$ cat src/rtl/cksum_pkg.sv
package cksum_pkg;

   typedef enum logic [1:0] {
      ST_IDLE  = 2'd0,
      ST_ISSUE = 2'd1,
      ST_WAIT  = 2'd2
   } cksum_state_e;

endpackage

$ cat src/rtl/cksum_step.sv
module cksum_step #(
   parameter int DATA_W    = 16,
   parameter int ADD_STYLE = 0
) (
   input  logic [DATA_W-1:0] sum_in,
   input  logic [DATA_W-1:0] word_in,
   output logic [DATA_W-1:0] sum_out
);

   logic [DATA_W-1:0] corrected;

   generate
      if (ADD_STYLE == 0) begin : g_ripple
         // one wide add, then increment on a true carry
         logic [DATA_W:0] wide;
         always_comb begin
            wide      = {1'b0, sum_in} + {1'b0, word_in};
            corrected = wide[DATA_W-1:0] + {{(DATA_W-1){1'b0}}, wide[DATA_W]};
         end
      end else begin : g_select
         // both candidates computed in parallel, carry picks one
         logic [DATA_W:0]   plain;
         logic [DATA_W-1:0] plus_one;
         always_comb begin
            plain     = {1'b0, sum_in} + {1'b0, word_in};
            plus_one  = sum_in + word_in + {{(DATA_W-1){1'b0}}, 1'b1};
            corrected = plain[DATA_W] ? plus_one : plain[DATA_W-1:0];
         end
      end
   endgenerate

   // left rotate by one, MSB wraps into LSB
   assign sum_out = {corrected[DATA_W-2:0], corrected[DATA_W-1]};

endmodule

$ cat src/rtl/cksum_ctrl.sv
module cksum_ctrl
   import cksum_pkg::*;
(
   input  logic clk,
   input  logic rst,
   input  logic start,
   input  logic start_cnt_zero,
   input  logic cnt_is_one,
   input  logic suspend,
   input  logic mem_valid,
   output logic load,
   output logic accept,
   output logic fin_zero,
   output logic fin_last,
   output logic mem_req,
   output logic busy,
   output logic done,
   output logic suspended
);

   cksum_state_e state_q, state_d;
   logic         done_d, susp_d;

   always_comb begin
      state_d  = state_q;
      done_d   = done;
      susp_d   = suspended;
      load     = 1'b0;
      accept   = 1'b0;
      fin_zero = 1'b0;
      fin_last = 1'b0;
      mem_req  = 1'b0;
      unique case (state_q)
         ST_IDLE: begin
            if (start) begin
               load   = 1'b1;
               susp_d = 1'b0;
               if (start_cnt_zero) begin
                  fin_zero = 1'b1;
                  done_d   = 1'b1;
               end else begin
                  done_d  = 1'b0;
                  state_d = ST_ISSUE;
               end
            end
         end
         ST_ISSUE: begin
            mem_req = 1'b1;
            state_d = ST_WAIT;
         end
         ST_WAIT: begin
            if (mem_valid) begin
               accept = 1'b1;
               if (cnt_is_one) begin
                  fin_last = 1'b1;
                  done_d   = 1'b1;
                  state_d  = ST_IDLE;
               end else if (suspend) begin
                  susp_d  = 1'b1;
                  state_d = ST_IDLE;
               end else begin
                  state_d = ST_ISSUE;
               end
            end
         end
         default: state_d = ST_IDLE;
      endcase
   end

   always_ff @(posedge clk) begin
      if (rst) begin
         state_q   <= ST_IDLE;
         done      <= 1'b0;
         suspended <= 1'b0;
      end else begin
         state_q   <= state_d;
         done      <= done_d;
         suspended <= susp_d;
      end
   end

   assign busy = (state_q != ST_IDLE);

   assert_req_pulse_R3 : assert property (@(posedge clk) disable iff (rst)
      mem_req |=> !mem_req);

   assert_zero_count_R5 : assert property (@(posedge clk) disable iff (rst)
      (start && !busy && start_cnt_zero) |=> (!busy && done && !mem_req));

   assert_pause_idle_R7 : assert property (@(posedge clk) disable iff (rst)
      suspended |-> !busy);

endmodule

$ cat src/rtl/cksum_regs.sv
module cksum_regs #(
   parameter int DATA_W = 16,
   parameter int ADDR_W = 16,
   parameter int CNT_W  = 16
) (
   input  logic              clk,
   input  logic              rst,
   input  logic              load,
   input  logic              accept,
   input  logic              fin_zero,
   input  logic              fin_last,
   input  logic [DATA_W-1:0] init_sum,
   input  logic [ADDR_W-1:0] start_addr,
   input  logic [CNT_W-1:0]  word_count,
   input  logic [DATA_W-1:0] next_sum,
   output logic [DATA_W-1:0] cur_sum,
   output logic [ADDR_W-1:0] cur_addr,
   output logic [CNT_W-1:0]  cur_count,
   output logic [DATA_W-1:0] result,
   output logic              cnt_is_one
);

   localparam logic [DATA_W-1:0] NEG_ZERO = {DATA_W{1'b1}};
   localparam logic [ADDR_W-1:0] ADDR_ONE = {{(ADDR_W-1){1'b0}}, 1'b1};
   localparam logic [CNT_W-1:0]  CNT_ONE  = {{(CNT_W-1){1'b0}}, 1'b1};

   logic [DATA_W-1:0] fin_raw;

   function automatic logic [DATA_W-1:0] fold_nz(input logic [DATA_W-1:0] v);
      return (v == NEG_ZERO) ? '0 : v;
   endfunction

   assign fin_raw    = fin_last ? next_sum : init_sum;
   assign cnt_is_one = (cur_count == CNT_ONE);

   always_ff @(posedge clk) begin
      if (rst) begin
         cur_sum   <= '0;
         cur_addr  <= '0;
         cur_count <= '0;
         result    <= '0;
      end else begin
         if (load) begin
            cur_sum   <= init_sum;
            cur_addr  <= start_addr;
            cur_count <= word_count;
         end else if (accept) begin
            cur_sum   <= next_sum;
            cur_addr  <= cur_addr + ADDR_ONE;
            cur_count <= cur_count - CNT_ONE;
         end
         if (fin_zero || fin_last)
            result <= fold_nz(fin_raw);
      end
   end

   assert_addr_step_R3 : assert property (@(posedge clk) disable iff (rst)
      accept |=> (cur_addr == $past(cur_addr) + ADDR_ONE));

   assert_count_step_R9 : assert property (@(posedge clk) disable iff (rst)
      accept |=> (cur_count == $past(cur_count) - CNT_ONE));

   assert_no_neg_zero_R4 : assert property (@(posedge clk) disable iff (rst)
      (fin_zero || fin_last) |=> (result != NEG_ZERO));

endmodule

$ cat src/rtl/cksum_engine.sv
module cksum_engine #(
   parameter int DATA_W    = 16,
   parameter int ADDR_W    = 16,
   parameter int CNT_W     = 16,
   parameter int ADD_STYLE = 0
) (
   input  logic              clk,
   input  logic              rst,
   input  logic              start,
   input  logic [DATA_W-1:0] init_sum,
   input  logic [ADDR_W-1:0] start_addr,
   input  logic [CNT_W-1:0]  word_count,
   input  logic              suspend,
   output logic              mem_req,
   output logic [ADDR_W-1:0] mem_addr,
   input  logic              mem_valid,
   input  logic [DATA_W-1:0] mem_rdata,
   output logic              busy,
   output logic              done,
   output logic              suspended,
   output logic [DATA_W-1:0] result,
   output logic [DATA_W-1:0] cur_sum,
   output logic [ADDR_W-1:0] cur_addr,
   output logic [CNT_W-1:0]  cur_count
);

   generate
      if (DATA_W < 2) begin : g_bad_data
         $error("cksum_engine: DATA_W must be at least 2");
      end
      if (ADDR_W < 1 || CNT_W < 1) begin : g_bad_width
         $error("cksum_engine: ADDR_W and CNT_W must be positive");
      end
      if (ADD_STYLE != 0 && ADD_STYLE != 1) begin : g_bad_style
         $error("cksum_engine: ADD_STYLE must be 0 or 1");
      end
   endgenerate

   logic              load, accept, fin_zero, fin_last, cnt_is_one;
   logic [DATA_W-1:0] next_sum;

   cksum_step #(.DATA_W(DATA_W), .ADD_STYLE(ADD_STYLE)) u_step (
      .sum_in (cur_sum),
      .word_in(mem_rdata),
      .sum_out(next_sum)
   );

   cksum_ctrl u_ctrl (
      .clk           (clk),
      .rst           (rst),
      .start         (start),
      .start_cnt_zero(word_count == '0),
      .cnt_is_one    (cnt_is_one),
      .suspend       (suspend),
      .mem_valid     (mem_valid),
      .load          (load),
      .accept        (accept),
      .fin_zero      (fin_zero),
      .fin_last      (fin_last),
      .mem_req       (mem_req),
      .busy          (busy),
      .done          (done),
      .suspended     (suspended)
   );

   cksum_regs #(.DATA_W(DATA_W), .ADDR_W(ADDR_W), .CNT_W(CNT_W)) u_regs (
      .clk       (clk),
      .rst       (rst),
      .load      (load),
      .accept    (accept),
      .fin_zero  (fin_zero),
      .fin_last  (fin_last),
      .init_sum  (init_sum),
      .start_addr(start_addr),
      .word_count(word_count),
      .next_sum  (next_sum),
      .cur_sum   (cur_sum),
      .cur_addr  (cur_addr),
      .cur_count (cur_count),
      .result    (result),
      .cnt_is_one(cnt_is_one)
   );

   assign mem_addr = cur_addr;

   assert_done_hold_R6 : assert property (@(posedge clk) disable iff (rst)
      (done && !start) |=> (done && $stable(result)));

   assert_busy_start_R6 : assert property (@(posedge clk) disable iff (rst)
      (busy && start && !mem_valid) |=> ($stable(cur_count) && $stable(cur_sum)));

endmodule

$ cat config.mk
export PLATFORM = sky130hd
export DESIGN_NAME = cksum_engine
export DESIGN_NICKNAME = d
export VERILOG_FILES = /design/src/rtl/cksum_pkg.sv /design/src/rtl/cksum_step.sv /design/src/rtl/cksum_ctrl.sv /design/src/rtl/cksum_regs.sv /design/src/rtl/cksum_engine.sv
export SDC_FILE = /design/constraint.sdc
export NUM_CORES = 1
export LEC_CHECK = 0
export BUFFER_PORTS_ARGS = -buffer_cell sky130_fd_sc_hd__buf_2
export CORE_AREA = 2 2 89 125
export DETAILED_ROUTE_END_ITERATION = 8
export DIE_AREA = 0 0 91 127
export MAX_ROUTING_LAYER = met4
export PLACE_DENSITY = 0.86
export SYNTH_ARGS = -nofsm -noshare
export SYNTH_HDL_FRONTEND = slang
export SYNTH_SLANG_ARGS = --single-unit
export TNS_END_PERCENT = 5
$ cat constraint.sdc
create_clock -name clk -period 5.5 [get_ports clk]
set_input_delay 1.1 -clock clk [delete_from_list [all_inputs] [get_ports clk]]
set_output_delay 1.1 -clock clk [all_outputs]
set_load 0.005 [all_outputs]
# Word-level counts from Yosys, hierarchy flattened
# Cells that the tools add are included.
# word_totals
ff_bits	68
inputBits	69
output_inout_bits	84
wordCells	64
# op_classes
add_sub_neg	4
n_eq_ne	10
mux	34
n_reduce_logical	9
# op_table
operator	n
$mux 16	8
$mux 1	19
$add 16x16->17	1
$add 16x1->16	1
$add 16x1->16 const B	1
$eq 16x1->1 const B	1
$eq 16x16->1 const B	1
$logic_not 16->1	1
$sub 16x1->16 const B	1
$ne 2x2->1 const B	6
$mux 2	4
$pmux 2 s3	1
$reduce_bool 2->1	3
$reduce_and 5->1	1
$pmux 1 s2	2
$reduce_and 4->1	1
$reduce_and 3->1	1
$eq 2x1->1 const B	1
$eq 2x2->1 const B	1
$logic_not 2->1	1
$logic_or 1x1->1	1

# Logic depth before layout (Yosys ltp)
# Gate-level depths: netlist (run 1).
# logic_depth
depth_word	7
mapped_depth	21

# By module
# Synthesis (run 1) repeated with hierarchy kept, for this count alone.
# unflattened
cells_unflattened	591
hier_area_um2	4693.3
# by_module_without_submodules
module	n_inst	cells_per_inst	area_per_inst_um2	seq_area_each_um2
cksum_regs	1	401	3213.1	1281.2
cksum_step	1	146	1109.8	0.0
cksum_ctrl	1	23	216.5	80.1
cksum_engine	1	21	153.9	0.0

# Least setup slack after synthesis (run 1)
# No wires, ideal clock.
# synth_timing
path_kind	input to register
start	in mem_rdata[0]
end	reg u_regs.result[0]
setup_ns	0.115
arrival_time_ns	5.175
setup_slack_ns	0.209
stages	21
n_path_buf	1
path_cell_list	ha_1 fa_1 a211oi_2 o31ai_4 and3_1 o21ai_0 nand2b_1 a21oi_1 o21bai_1 a21o_1 ha_1 ha_1 and3_1 nand4b_1 nor3_2 a2111o_1 nand3_1 nand4_1 o31ai_2 buf_6 o21ai_2
# synth_via
elab_chain_len	5
# synth_lines
item	line	source
start: declaration	cksum_engine.sv:17	input logic [DATA_W-1:0] mem_rdata,
$add 16x16->17 (*)	cksum_step.sv:17	wide = {1'b0, sum_in} + {1'b0, word_in};
$add 16x1->16 (*)	cksum_step.sv:18	corrected = wide[DATA_W-1:0] + {{(DATA_W-1){1'b0}}, wide[DATA_W]};
$mux 16 (*)	cksum_regs.sv:33	assign fin_raw = fin_last ? next_sum : init_sum;
$eq 16x16->1	cksum_regs.sv:30	return (v == NEG_ZERO) ? '0 : v;
$mux 16 (*)	cksum_regs.sv:30	
end signal: assignment	cksum_regs.sv:53	result <= fold_nz(fin_raw);
end: declaration	cksum_regs.sv:19	output logic [DATA_W-1:0] result,
# Every way passes the cells marked *; elsewhere a longest branch is shown, timed or not.
# A chain may end at the register's enable or synchronous reset.

# Worst setup path after layout (run 1)
# layout_timing
start	in mem_rdata[0]
end	reg u_regs.result[5]
# The elaborated chain is that of the path after synthesis.

==> results_dict.tcl, run 1 <==
set metrics [dict create \
    maxCapViolations 0 \
    period_share 0.939 \
    vias 5361 \
    start_kind "primary input" \
    multi_input_area_sq_mm 0.00316 \
    crit_path_end_kind "register" \
    holdWs_ps 447 \
    cp.arrival_ps 5380 \
    synth-edff-count 0 \
    seqCellArea_sq_mm 0.00136 \
    grt_pass1_wl_um 24100 \
    cpMostUsedCell "ha_1" \
    crit_fanout 6 \
    root_buffer "clkbuf_16" \
    final_common_cell "buf_2" \
    drive_above_1_share 0.280 \
    via_per_inst 5.98 \
    worstSetupPathType "in2reg" \
    synthCells 617 \
    cellPowerDensity_mw_per_mm2 263 \
    first_pass_iters 7 \
    ctsResizeCount 0 \
    hold_class "reg2reg" \
    dp_cells 879 \
    area_growth_pct 23.4 \
    yosys.area_share.simple 0.234 \
    ff2ff_setup_slack_ps 860 \
    synth_area_sq_mm 0.00483 \
    max_slew_margin 0.241 \
    hold_viol 0 \
    outcome "finished, final reports clean" \
    finalCriticalPeriod_ps 5160 \
    drt_wl_total_um 14900 \
    grt_pass1_vias 4967 \
    core_area_sq_mm 0.0103 \
    leakage_nw 2.62 \
    cts_tree "yes" \
    drv_slew 0 \
    syn_nets 708 \
    die_area_sq_mm 0.0116 \
    fin_cells 896 \
    num_rows 44 \
    path_cells "buf_2, ha_1, fa_1, a211oi_2, o31ai_4, and3_1, o21ai_0, nand2b_1, a21oi_1, o21bai_1, a21o_1, ha_1, ha_1, and3_1, nand4b_1, nor2_1, xor2_1, o41ai_2, nand4_1, o31ai_2, buf_4, o21ai_2" \
    fmaxAchievable_mhz 194 \
    ios 153 \
    ys_types 72 \
    ys_async_sr_fraction 0 \
    max_stage_delay_ps 420 \
    drt-initial-drc-count 414 \
    utilization 0.575 \
    clk_pin_slew_ps 50 \
    synth_top_family_by_area "compound AO/OA/AOI/OAI gates" \
    grt.total_usage 0.263 \
    cp.required_ps 5710 \
    skew_ps 6.56 \
    grt_max_degree 57 \
    synth_fa_ha_area_frac 0.0586 \
    muxShareOfSynthArea 0.0334 \
    dieWidth_um 91 \
    synth_xor_area_frac 0.0472 \
    ys.flop_type "dfxtp_1" \
    globalRouteOverflowTotal 0 \
    cts.sinks 68 \
    fill_cells 966 \
    power.total_mw 1.57 \
    syn_avg_cell_area_sq_um 7.82 \
    port_buffers 152 \
    worstMarginPinSlew_ps 1140 \
    postCtsSetupRepairBufs 0 \
    cts_buffer_depth 2 \
    drtAntennaViolNets 0 \
    final_nets 843 \
    synth_compound_area_frac 0.282 \
    ir_drop_mv 0.176 \
    layout_common_cells "buf_2 (152), dfxtp_1 (68), a21oi_1 (63)" \
    place_congestion 0.940 \
    path_delay_family "compound AO/OA/AOI/OAI gates" \
    setup_viol_count_final 0 \
    drc 0 \
    cts_buffers 9 \
    die_h_um 127 \
    ys_warn_count 0 \
    hpwlAfterDp_um 11500 \
    wl_per_cell_um 16.7 \
    critPathBufInv 2 \
    ctsHoldBuffers 0 \
    rsz0062_at_grt "no" \
    initial_core_util 0.466 \
    clk_latency_ps 330 \
    ys_ff_latch 68 \
    htreeDepth 3 \
    synth_seq_area_share 0.282 \
    grt_antenna_before_repair 0 \
    slowest_stage "fa_1" \
]
## cell type report
| cell class | count | share of cell area |
|---|---|---|
| diodes | 1 | 0.000420 |
| clock buffers | 12 | 0.0414 |
| clock inverters | 4 | 0.00820 |
| inverters | 15 | 0.00946 |
| multi-input cells | 487 | 0.531 |
| flip-flops and latches | 68 | 0.229 |
| well taps | 138 | 0.0290 |
| repair buffers | 171 | 0.152 |
## cell usage after synthesis, types with 3 or more instances
cell / number / share of area
a21o_1: 6 / 0.0093
mux2i_1: 15 / 0.031
and2_1: 3 / 0.0039
dfxtp_1: 68 / 0.28
clkbuf_1: 20 / 0.016
xnor2_1: 14 / 0.025
or3_1: 6 / 0.0078
nor4_1: 11 / 0.014
a32oi_1: 6 / 0.011
nor2_1: 56 / 0.044
a221oi_1: 9 / 0.016
a311oi_1: 3 / 0.0054
nand3_1: 33 / 0.034
nand2_1: 55 / 0.043
buf_1: 5 / 0.0039
ha_1: 21 / 0.054
buf_4: 16 / 0.025
a31oi_1: 13 / 0.017
nor3_1: 18 / 0.019
a211oi_1: 6 / 0.0093
a21oi_1: 63 / 0.065
o211ai_1: 9 / 0.014
o21a_1: 3 / 0.0047
and3_1: 9 / 0.012
o21ai_2: 10 / 0.018
nand4_1: 10 / 0.013
o21bai_1: 3 / 0.0047
inv_1: 15 / 0.012
buf_2: 5 / 0.0052
a22oi_1: 15 / 0.023
o31ai_1: 7 / 0.011
o21ai_0: 25 / 0.026
xor2_1: 12 / 0.022
## routing by layer
metal	global-route usage	part of all wire	up-vias
met5	-	0	-
met3	0.0425	0.069	43
met1	0.285	0.37	2475
li1	-	-	2582
met4	0.132	0.041	0
met2	0.464	0.52	261
## final timing paths
check	from	end	cells past startpoint
setup reg to reg	u_regs.cur_sum[0]	u_regs.result[5]	21
hold / removal	u_regs.result[10]	u_regs.result[10]	2
hold reg to reg	u_regs.result[10]	u_regs.result[10]	2
setup / recovery	mem_rdata[0]	u_regs.result[5]	22
## sequential cells by signal (all words and copies together), names as in the netlist
register,count
u_ctrl.done,1
u_ctrl.state_q,2
u_ctrl.suspended,1
u_regs.cur_addr,16
u_regs.cur_count,16
u_regs.cur_sum,16
u_regs.result,16
## per-stage QoR
step	worst slack (ps)	setup TNS (ps)	area [sq um]
after floorplan	209	0	4830
after global placement	95.6	0	5660
after detailed placement	-51.3	-307	5660
after CTS	321	0	5950
after global routing	91.3	0	5950
final	337	0	5950
## kinds of logic after synthesis
kind of cell    Yosys count
buf+inv                  62
xor+xnor                 26
simple gates            225
fa+ha+maj                22
mux                      16
flops                    68
compound gates          198
## report_power, final
group / leakage [nW] / internal, mW / switching (mW)
clock: 0.147 / 0.363 / 0.209
sequential: 0.556 / 0.522 / 0.0365
combinational: 1.92 / 0.182 / 0.255
total: 2.62 / 1.07 / 0.500
## tightest hold or removal path, stage by stage (launching register included)
cell and delay (ps):
dfxtp_1 320, nand2_1 60, o21ai_2 40
(Power assumes the default switching activity.)
==> run 2, diff against run 1 <==
--- a/config.mk
+++ b/config.mk
@@ -6,11 +6,12 @@
 export NUM_CORES = 1
 export LEC_CHECK = 0
 export BUFFER_PORTS_ARGS = -buffer_cell sky130_fd_sc_hd__buf_2
-export CORE_AREA = 2 2 89 125
+export CORE_AREA = 2 2 85 119
+export CTS_CLUSTER_SIZE = 16
 export DETAILED_ROUTE_END_ITERATION = 8
-export DIE_AREA = 0 0 91 127
+export DIE_AREA = 0 0 87 121
 export MAX_ROUTING_LAYER = met4
-export PLACE_DENSITY = 0.86
+export PLACE_DENSITY = 0.9
 export SYNTH_ARGS = -nofsm -noshare
 export SYNTH_HDL_FRONTEND = slang
 export SYNTH_SLANG_ARGS = --single-unit
==> constraint.sdc (replaced) <==
create_clock -name clk -period 4.77 [get_ports clk]
set_input_delay 0.954 -clock clk [delete_from_list [all_inputs] [get_ports clk]]
set_output_delay 0.954 -clock clk [all_outputs]
set_load 0.005 [all_outputs]
==> run 2 against run 1 <==
Net effect:
- die area down 8.9%
- clock power up 8.9%
- cell count up 0.78%
- total power up 17%
- worst setup slack worse by 170 ps
- non-clock buffer count up 36
- combinational power up 29%
- critical path depth up 1
- clock-buffer cell count down 2
- critical path type unchanged
- highest routed layer unchanged
==> results_dict.tcl, run 2 (synthesized netlist as in run 1, its figures left out) <==
set metrics [dict create \
    outcome "finished, final reports clean" \
    crit_path_end_kind "register" \
    cellPowerDensity_mw_per_mm2 291 \
    power.total_mw 1.83 \
    grt_antenna_before_repair 0 \
    crit_fanout 3 \
    area_growth_pct 30.3 \
    wl_per_cell_um 17.7 \
    grt.total_usage 0.303 \
    die_area_sq_mm 0.0105 \
    port_buffers 152 \
    die_h_um 121 \
    cp.required_ps 4990 \
    final_nets 879 \
    via_per_inst 6.27 \
    period_share 0.966 \
    root_buffer "clkbuf_16" \
    finalCriticalPeriod_ps 4610 \
    globalRouteOverflowTotal 0 \
    worstSetupPathType "in2reg" \
    leakage_nw 2.79 \
    place_congestion 1.00 \
    cp.arrival_ps 4830 \
    maxCapViolations 0 \
    drtAntennaViolNets 0 \
    clk_latency_ps 340 \
    ir_drop_mv 0.172 \
    grt_max_degree 57 \
    cts_buffers 9 \
    max_slew_margin 0.271 \
    setup_tns_ps 0 \
    fin_cells 903 \
    htreeDepth 3 \
    antenna_cells 0 \
    layout_common_cells "buf_2 (152), dfxtp_1 (68), a21oi_1 (61)" \
    worstMarginPinSlew_ps 1090 \
    drt_wl_total_um 16000 \
    drc 0 \
    setup_viol_count_final 0 \
    cts_buffer_depth 2 \
    drive_above_1_share 0.329 \
    hold_viol 0 \
    start_kind "primary input" \
    hold_class "reg2reg" \
    dp_cells 884 \
    drt-initial-drc-count 425 \
    dieWidth_um 87 \
    ios 153 \
    drv_slew 0 \
    first_pass_iters 5 \
    reg2reg_from "u_regs.cur_sum[0]" \
    vias 5658 \
    cts_tree "yes" \
    final_common_cell "buf_2" \
    critPathLaunch "mem_rdata[0]" \
    clk_pin_slew_ps 60 \
    utilization 0.668 \
    cts.sinks 68 \
    num_rows 42 \
    grt_pass1_wl_um 24900 \
    hpwlAfterDp_um 12000 \
    fmaxAchievable_mhz 217 \
    hold_start "u_regs.result[14]" \
    initial_core_util 0.513 \
    skew_ps 6.55 \
    core_area_sq_mm 0.00941 \
    grt_pass1_vias 5356 \
]
## run 2: final cells by class
type	instances	area [sq um]
fillers	790	3120
inverters	15	56.3
multi-input cells	487	3270
well taps	110	138
clock inverters	6	40.0
repair buffers	207	1190
clock buffers	10	239
flip-flops and latches	68	1360
## run 2: timing repair
item                                    CTS  global route
gates resized for setup                   0            10
setup buffers                             0             3
endpoints found under the setup margin    0            15
hold buffers                              0             0
## run 2: critical path, stage by stage
cell and delay (ps):
buf_2 120, ha_4 160, fa_2 360, a211oi_4 310, o31ai_4 110, and3_4 180
o21ai_4 130, nand2b_1 80, a21oi_2 110, o21bai_1 70, a21o_1 200, ha_4 180
ha_4 160, and3_1 150, nand4b_1 200, nor3_4 60, a2111o_1 470, nand3_2 90
nand4_1 150, o31ai_2 250, buf_4 180, buf_12 110, o21ai_2 50
## run 2: final timing paths
path              slack, ps           endpoint  cells after the start
hold reg to reg         450  u_regs.result[14]                      2
setup / recovery        160   u_regs.result[2]                     23
setup reg to reg        470   u_regs.result[2]                     22
hold / removal          450  u_regs.result[14]                      2
## run 2: layer usage
layer	track usage	vias up	part of all wire
li1	-	2649	-
met1	0.324	2661	0.36
met2	0.530	294	0.53
met3	0.0469	54	0.072
met4	0.157	0	0.040
met5	-	-	0
## run 2: power by group
| group | internal (mW) | leakage (nW) | switching [mW] |
|---|---|---|---|
| combinational | 0.247 | 2.10 | 0.316 |
| clock | 0.364 | 0.127 | 0.259 |
| sequential | 0.602 | 0.556 | 0.0426 |
## run 2: metrics by stage
step                instance area [sq um]  setup WS, ps  hold slack (ps)
floorplan                            4870          8.15              449
global route                         6290         -15.4              468
detailed placement                   5920          -274              444
global placement                     5920          -176              434
finish                               6290           162              453
CTS                                  6200          68.9              457
